--- config.mk ---
export PLATFORM = sky130hd
export DESIGN_NAME = tod_alarm_unit
export DESIGN_NICKNAME = d
export VERILOG_FILES = /design/src/rtl/tod_alarm_pkg.sv /design/src/rtl/tod_alarm_match.sv /design/src/rtl/tod_alarm_regs.sv /design/src/rtl/tod_irq_shaper.sv /design/src/rtl/tod_alarm_unit.sv
export SDC_FILE = /design/constraint.sdc
export NUM_CORES = 1
export LEC_CHECK = 0
export BUFFER_PORTS_ARGS = -buffer_cell sky130_fd_sc_hd__buf_2
export CORE_MARGIN = 2
export CORE_UTILIZATION = 57
export DETAILED_ROUTE_END_ITERATION = 8
export PLACE_DENSITY = 0.84
export SLEW_MARGIN = 10
export SYNTH_ARGS = -nofsm -noshare
export SYNTH_HDL_FRONTEND = slang
export SYNTH_HIERARCHICAL = 1
export SYNTH_SLANG_ARGS = --single-unit
--- constraint.sdc ---
create_clock -name clk -period 2.2 [get_ports clk]
set_clock_uncertainty 0.05 [all_clocks]
set_input_delay 0.22 -clock clk [delete_from_list [all_inputs] [get_ports clk]]
set_output_delay 0.22 -clock clk [all_outputs]
set_load 0.05 [all_outputs]
--- src/rtl/tod_alarm_pkg.sv ---
package tod_alarm_pkg;
  localparam int ADDR_W = 6;
  localparam int DATA_W = 8;
  localparam int N_FIELD = 3;

  localparam logic [ADDR_W-1:0] A_ALM_MIN  = 6'h03;
  localparam logic [ADDR_W-1:0] A_ALM_HOUR = 6'h05;
  localparam logic [ADDR_W-1:0] A_ALM_DAY  = 6'h07;
  localparam logic [ADDR_W-1:0] A_FORCE    = 6'h08;
  localparam logic [ADDR_W-1:0] A_CMD      = 6'h0B;

  localparam int B_TDF   = 0;
  localparam int B_WAF   = 1;
  localparam int B_TDM   = 2;
  localparam int B_WAM   = 3;
  localparam int B_PULSE = 4;
  localparam int B_SEL   = 5;

  typedef struct packed {
    logic sel;
    logic pulse;
    logic wam;
    logic tdm;
  } ctrl_t;

  localparam ctrl_t CTRL_RST = '{sel: 1'b0, pulse: 1'b0, wam: 1'b1, tdm: 1'b1};
endpackage

--- src/rtl/tod_alarm_match.sv ---
module tod_alarm_match
  import tod_alarm_pkg::*;
(
  input  logic [N_FIELD-1:0][DATA_W-1:0] cur_f,
  input  logic [N_FIELD-1:0][DATA_W-1:0] alm_f,
  output logic                           hit
);
  localparam int VAL_MSB = DATA_W - 2;

  logic [N_FIELD-1:0] fld_ok;

  generate
    for (genvar gi = 0; gi < N_FIELD; gi++) begin : g_field
      logic dont_care;
      logic equal;
      assign dont_care  = alm_f[gi][DATA_W-1];
      assign equal      = (alm_f[gi][VAL_MSB:0] == cur_f[gi][VAL_MSB:0]);
      assign fld_ok[gi] = dont_care | equal;
    end
  endgenerate

  assign hit = &fld_ok;
endmodule

--- src/rtl/tod_alarm_regs.sv ---
module tod_alarm_regs
  import tod_alarm_pkg::*;
(
  input  logic                           clk,
  input  logic                           rst_n,
  input  logic                           reg_wr,
  input  logic                           reg_rd,
  input  logic [ADDR_W-1:0]              reg_addr,
  input  logic [DATA_W-1:0]              reg_wdata,
  input  logic                           minute_tick,
  input  logic                           hit,
  input  logic                           wdog_evt,
  output logic [N_FIELD-1:0][DATA_W-1:0] alm_f,
  output logic                           force_p,
  output ctrl_t                          ctrl,
  output logic                           tdf,
  output logic                           waf,
  output logic                           tod_fire,
  output logic                           wd_fire,
  output logic                           flag_clr,
  output logic [DATA_W-1:0]              reg_rdata
);
  logic [N_FIELD-1:0][DATA_W-1:0] alm_q, alm_nx;
  logic  force_q, force_nx;
  ctrl_t ctrl_q, ctrl_nx;
  logic  tdf_q, tdf_nx, waf_q, waf_nx;
  logic  tod_set;

  assign tod_set  = minute_tick & hit;
  assign flag_clr = reg_rd & (reg_addr == A_CMD);
  assign tod_fire = tod_set & ~tdf_q & ~ctrl_q.tdm;
  assign wd_fire  = wdog_evt & ~waf_q & ~ctrl_q.wam;

  always_comb begin
    alm_nx   = alm_q;
    force_nx = force_q;
    ctrl_nx  = ctrl_q;
    tdf_nx   = tdf_q;
    waf_nx   = waf_q;
    if (reg_wr) begin
      case (reg_addr)
        A_ALM_MIN:  alm_nx[0] = reg_wdata;
        A_ALM_HOUR: alm_nx[1] = reg_wdata;
        A_ALM_DAY:  alm_nx[2] = reg_wdata;
        A_FORCE:    force_nx  = reg_wdata[DATA_W-1];
        A_CMD: begin
          ctrl_nx.tdm   = reg_wdata[B_TDM];
          ctrl_nx.wam   = reg_wdata[B_WAM];
          ctrl_nx.pulse = reg_wdata[B_PULSE];
          ctrl_nx.sel   = reg_wdata[B_SEL];
        end
        default: ;
      endcase
    end
    if (flag_clr) begin
      tdf_nx = 1'b0;
      waf_nx = 1'b0;
    end
    if (tod_set)  tdf_nx = 1'b1;
    if (wdog_evt) waf_nx = 1'b1;
  end

  always_ff @(posedge clk or negedge rst_n) begin
    if (!rst_n) begin
      alm_q   <= '0;
      force_q <= 1'b0;
      ctrl_q  <= CTRL_RST;
      tdf_q   <= 1'b0;
      waf_q   <= 1'b0;
    end else begin
      alm_q   <= alm_nx;
      force_q <= force_nx;
      ctrl_q  <= ctrl_nx;
      tdf_q   <= tdf_nx;
      waf_q   <= waf_nx;
    end
  end

  always_comb begin
    reg_rdata = '0;
    case (reg_addr)
      A_ALM_MIN:  reg_rdata = alm_q[0];
      A_ALM_HOUR: reg_rdata = alm_q[1];
      A_ALM_DAY:  reg_rdata = alm_q[2];
      A_FORCE:    reg_rdata[DATA_W-1] = force_q;
      A_CMD: begin
        reg_rdata[B_TDF]   = tdf_q;
        reg_rdata[B_WAF]   = waf_q;
        reg_rdata[B_TDM]   = ctrl_q.tdm;
        reg_rdata[B_WAM]   = ctrl_q.wam;
        reg_rdata[B_PULSE] = ctrl_q.pulse;
        reg_rdata[B_SEL]   = ctrl_q.sel;
      end
      default: ;
    endcase
  end

  assign alm_f   = alm_q;
  assign force_p = force_q;
  assign ctrl    = ctrl_q;
  assign tdf     = tdf_q;
  assign waf     = waf_q;

  // the time-of-day flag only rises after a minute tick
  p_tdf_needs_tick_r4: assert property (@(posedge clk) disable iff (!rst_n)
    $rose(tdf_q) |-> $past(minute_tick));
  // a command read with no competing set leaves the flag clear
  p_read_clears_r6: assert property (@(posedge clk) disable iff (!rst_n)
    (flag_clr && !(minute_tick && hit)) |=> !tdf_q);
  // the watchdog flag holds until it is read
  p_waf_holds_r5: assert property (@(posedge clk) disable iff (!rst_n)
    (waf_q && !flag_clr) |=> waf_q);
endmodule

--- src/rtl/tod_irq_shaper.sv ---
module tod_irq_shaper #(
  parameter int PULSE_LEN = 4
) (
  input  logic clk,
  input  logic rst_n,
  input  logic pulse_mode,
  input  logic flag,
  input  logic mask,
  input  logic fire,
  input  logic clr,
  output logic line
);
  localparam int CW = $clog2(PULSE_LEN + 1);
  localparam logic [CW-1:0] LOAD = CW'(PULSE_LEN);

  logic [CW-1:0] cnt_q, cnt_nx;
  logic          cnt_en;

  assign cnt_en = fire | clr | (cnt_q != '0);

  always_comb begin
    cnt_nx = cnt_q;
    if (fire)             cnt_nx = LOAD;
    else if (clr)         cnt_nx = '0;
    else if (cnt_q != '0) cnt_nx = cnt_q - 1'b1;
  end

  always_ff @(posedge clk or negedge rst_n) begin
    if (!rst_n)      cnt_q <= '0;
    else if (cnt_en) cnt_q <= cnt_nx;
  end

  assign line = pulse_mode ? (cnt_q != '0) : (flag & ~mask);

  // a firing event loads the full pulse length
  p_pulse_load_r8: assert property (@(posedge clk) disable iff (!rst_n)
    fire |=> (cnt_q == LOAD));
  // the pulse counter never exceeds its length
  p_pulse_bound_r8: assert property (@(posedge clk) disable iff (!rst_n)
    cnt_q <= LOAD);
endmodule

--- src/rtl/tod_alarm_unit.sv ---
module tod_alarm_unit
  import tod_alarm_pkg::*;
#(
  parameter int PULSE_LEN = 4
) (
  input  logic              clk,
  input  logic              rst_n,
  input  logic [7:0]        cur_min,
  input  logic [7:0]        cur_hour,
  input  logic [7:0]        cur_day,
  input  logic              minute_tick,
  input  logic              wdog_evt,
  input  logic              reg_wr,
  input  logic              reg_rd,
  input  logic [5:0]        reg_addr,
  input  logic [7:0]        reg_wdata,
  output logic [7:0]        reg_rdata,
  output logic              tod_flag,
  output logic              wd_flag,
  output logic              irq_a_n,
  output logic              irq_b_n,
  output logic              irq_p_n
);
  logic [1:0] rst_sync_q;
  logic       rst_i_n;

  always_ff @(posedge clk or negedge rst_n) begin
    if (!rst_n) rst_sync_q <= 2'b00;
    else        rst_sync_q <= {rst_sync_q[0], 1'b1};
  end
  assign rst_i_n = rst_sync_q[1];

  logic [N_FIELD-1:0][DATA_W-1:0] cur_f, alm_f;
  logic  hit, force_p, tdf, waf, tod_fire, wd_fire, flag_clr;
  ctrl_t ctrl;

  assign cur_f[0] = cur_min;
  assign cur_f[1] = cur_hour;
  assign cur_f[2] = cur_day;

  tod_alarm_match u_match (
    .cur_f (cur_f),
    .alm_f (alm_f),
    .hit   (hit)
  );

  tod_alarm_regs u_regs (
    .clk         (clk),
    .rst_n       (rst_i_n),
    .reg_wr      (reg_wr),
    .reg_rd      (reg_rd),
    .reg_addr    (reg_addr),
    .reg_wdata   (reg_wdata),
    .minute_tick (minute_tick),
    .hit         (hit),
    .wdog_evt    (wdog_evt),
    .alm_f       (alm_f),
    .force_p     (force_p),
    .ctrl        (ctrl),
    .tdf         (tdf),
    .waf         (waf),
    .tod_fire    (tod_fire),
    .wd_fire     (wd_fire),
    .flag_clr    (flag_clr),
    .reg_rdata   (reg_rdata)
  );

  // source 0: time of day, source 1: watchdog
  logic [1:0] src_flag, src_mask, src_fire, src_line;
  assign src_flag = {waf, tdf};
  assign src_mask = {ctrl.wam, ctrl.tdm};
  assign src_fire = {wd_fire, tod_fire};

  generate
    for (genvar gs = 0; gs < 2; gs++) begin : g_src
      tod_irq_shaper #(.PULSE_LEN(PULSE_LEN)) u_shaper (
        .clk        (clk),
        .rst_n      (rst_i_n),
        .pulse_mode (ctrl.pulse),
        .flag       (src_flag[gs]),
        .mask       (src_mask[gs]),
        .fire       (src_fire[gs]),
        .clr        (flag_clr),
        .line       (src_line[gs])
      );
    end
  endgenerate

  logic line_a, line_b;
  assign line_a = ctrl.sel ? src_line[1] : src_line[0];
  assign line_b = ctrl.sel ? src_line[0] : src_line[1];

  assign irq_a_n  = ~line_a;
  assign irq_b_n  = ~line_b;
  assign irq_p_n  = ~(line_a | force_p);
  assign tod_flag = tdf;
  assign wd_flag  = waf;

  // with force clear, pin P mirrors pin A
  p_p_follows_a_r10: assert property (@(posedge clk) disable iff (!rst_i_n)
    !force_p |-> (irq_p_n == irq_a_n));
  // force bit holds pin P low
  p_p_forced_r10: assert property (@(posedge clk) disable iff (!rst_i_n)
    force_p |-> !irq_p_n);
  // a pin can only be active if some source line is active
  p_pins_sourced_r9: assert property (@(posedge clk) disable iff (!rst_i_n)
    (!irq_a_n || !irq_b_n) |-> (src_line != 2'b00));
endmodule

==> results.toml <==
[grt]
antenna_found_initial = 0
grt_pass1_wl_um = 7720
grt_start_max_net_pins = 32
grt_overflow = 0
grt_use_total_pct = 24.0
grt_pass1_vias = 1603

[die]
initial_utilization_pct = 60.0
die_h_um = 66.5
die_x_um = 66.5
row_count = 22
io_pins = 57
core_area_um2 = 3720
die-area_um2 = 4430

[finish]
seqCellArea_um2 = 978
final_common_cell = "buf_2"
drive_above_1_share_pct = 46.3
n_antenna_cell = 0
area_growth_syn_to_layout_pct = 21.4
layout_common_cells = "52 x buf_2, 37 x dfrtp_1, 21 x mux2_2, 17 x mux2i_1, 12 x xor2_1"
final_util_pct = 72.8
fillerInstances = 282
final_nets = 291
multi_input_area_um2 = 1210

[critical_path]
crit_slowest_cell = "dfrtp_1"
critPathBufInv = 2
path_max_fanout = 4
path_class = "flop to output pin"
startpoint_type = "flop"
cp.required_ps = 1930
worstReg2RegStart = "u_regs/alm_f[10]"
crit_chain = "inv_1 > ha_2 > nand2b_4 > nand2_1 > o21ai_0 > mux2i_2 > and2b_2 > buf_4"
cp.arrival_ps = 1810
crit_family = "flip-flops"
critPathLaunch = "g_src[1].u_shaper/cnt_q[0]"
end_kind = "output pin"
cp_slowest_stage_delay_ps = 390

[synthesis]
ys.warnings.count = 6
ys_seq_area_share_pct = 43.9
yosys.area.top_type_share_pct = 41.5
syn_area_um2 = 2230
synth_ff_type = "dfrtp_1"
syn_inst = 183
syn-num-nets = 231
yosysTopAreaCell = "dfrtp_1"
synth_edf_count = 0
synth_area_leaders = "dfrtp_1 42%, mux2_2 11%, mux2i_1 8.1%, mux2_4 5.4%, xor2_1 4.7%"
synth-seq-cells = 39
ys_types = 41
syn_area_per_cell_um2 = 12.2
async_flop_share_pct = 100

[routing]
dr.pass1.iters = 4
vias = 1650
ant_nets = 0
drt_iter0_drc = 77
drc_errors = 0
wire_per_inst_um = 15.9
drt-vias-per-instance = 5.65
wirelength_um = 4640

[sta]
fin_ws_ps = 118
fmax_mhz = 480
maxSlewViolCount = 0
layout_min_cycle_time_ps = 2080
setup_viol = 0
hold_viol_final = 0
holdWs_ps = 56.1
fin_crit_sh_pct = 94.6

[pwr]
pwr-share-comb_pct = 31.8
fin_total_pwr_mw = 2.33
power_frac_seq_pct = 41.9
internal-power_mw = 1.60
p_sw_share_pct = 31.1
p_leak_nw = 1.33
vdd_drop_max_mv = 0.597
switching_power_mw = 0.724
power_frac_clock_pct = 26.3
powerDensity_nw_per_um2 = 859

[clock_network]
cts_buffer_depth = 2
clk_pin_slew_ps = 70
cts_buffers = 5
cts_tree = "built"
htree_levels = 2
root_buffer = "clkbuf_8"
clock_sinks = 39
post_cts_buffers = 0
clk_latency_ps = 300

[placed_design]
preCtsSetupSlack_ps = 43.9
port_buffers = 53
dpl.hpwl_um = 3530
place.gp.congestion = 0.775

[status]
status = "completed"

[min_path]
min-delay-path-class = "flop to asynchronous set/reset pin"

[job]
cap_violations = 0
[final timing paths]
kind	to	slack (ps)	depth (start not counted)
max	irq_p_n	120	8
min	g_src[1].u_shaper/cnt_q[2]	60	0
max reg2reg	g_src[0].u_shaper/cnt_q[2]	130	7
min reg2reg	g_src[1].u_shaper/cnt_q[2]	60	0
max in group asynchronous	u_regs/ctrl[0]	1340	1
min in group clk	u_regs/waf	70	2
[per-stage QoR]
| step | instances | area, um2 | TNS, ps |
|---|---|---|---|
| 4_1_cts | 292 | 2690 | 0 |
| 5_1_grt | 292 | 2710 | -6.48 |
| 2_1_floorplan | 183 | 2230 | 0 |
| 3_5_place_dp | 283 | 2560 | 0 |
| 6_report | 292 | 2710 | 0 |
| 3_3_place_gp | 283 | 2560 | 0 |
[worst register-to-register path: stages, from the launching register on]
cell      delay [ps]
dfrtp_1          410
xor2_1           150
nor4_1           410
a41oi_1          220
nor3_2           260
nand2_1          110
nor3_2           230
o21bai_1         150
[cells in the mapped netlist (4+ instances only)]
master and instances:
mux2_4 8, xor2_1 12, mux2i_1 18, xnor2_1 11, dfrtp_1 37, o22ai_1 6, nand3_1 4, nor3_1 5
inv_1 6, ha_1 4, nand2_1 4, mux2_2 21
[cells by family (layout without fill, tap and decap cells)]
logic type | after synthesis | count (layout) | share of synthesized area [%]
fa+ha+maj | 4 | 4 | 2.25
xor+xnor | 23 | 23 | 9.04
other cells | 1 | 1 | 0.168
flops | 39 | 39 | 43.9
compound gates | 19 | 19 | 6.68
buf+inv | 12 | 73 | 2.53
simple gates | 38 | 38 | 11.3
mux | 47 | 47 | 24.1
[sequential cells by signal, summed over array words and instances (netlist names)]
| name | flops |
|---|---|
| u_regs/tdf | 1 |
| g_src.u_shaper/cnt_q | 6 |
| rst_sync_q | 2 |
| u_regs/ctrl | 4 |
| u_regs/force_p | 1 |
| u_regs/waf | 1 |
| u_regs/alm_f | 24 |
[power by group through the flow]
stage	registers, mW	clock network, mW	logic, mW
after floorplan	0.970	0	0.567
after global placement	0.977	0	0.706
final	0.974	0.611	0.740
after detailed placement	0.985	0	0.724
after CTS	0.974	0.624	0.731
after global routing	0.994	0.660	0.814
[layer usage]
layer / wire length [um] / track usage [%] / vias up
met5: 0 / 0 / -
li1: - / - / 781
met1: 2020 / 31.7 / 812
met4: 62 / 8.16 / 0
met3: 291 / 6.59 / 6
met2: 2260 / 38.3 / 51
[what timing repair did]
item / 4_1_cts / 5_1_grt
setup endpoints to repair: 2 / 4
endpoints found under the hold margin: 2 / 0
gates resized for setup: 1 / 5
hold buffers: 1 / 0
pin swaps: 0 / 0
[final cells by class]
class	instances	share of cell area, %
multi-input cells	132	44.8
flip-flops and latches	39	36.2
repair buffers	59	11.7
clock buffers	6	3.05
well taps	48	2.22
clock inverters	2	1.29
inverters	6	0.832
No activity file was read; power rests on OpenSTA's default activity.
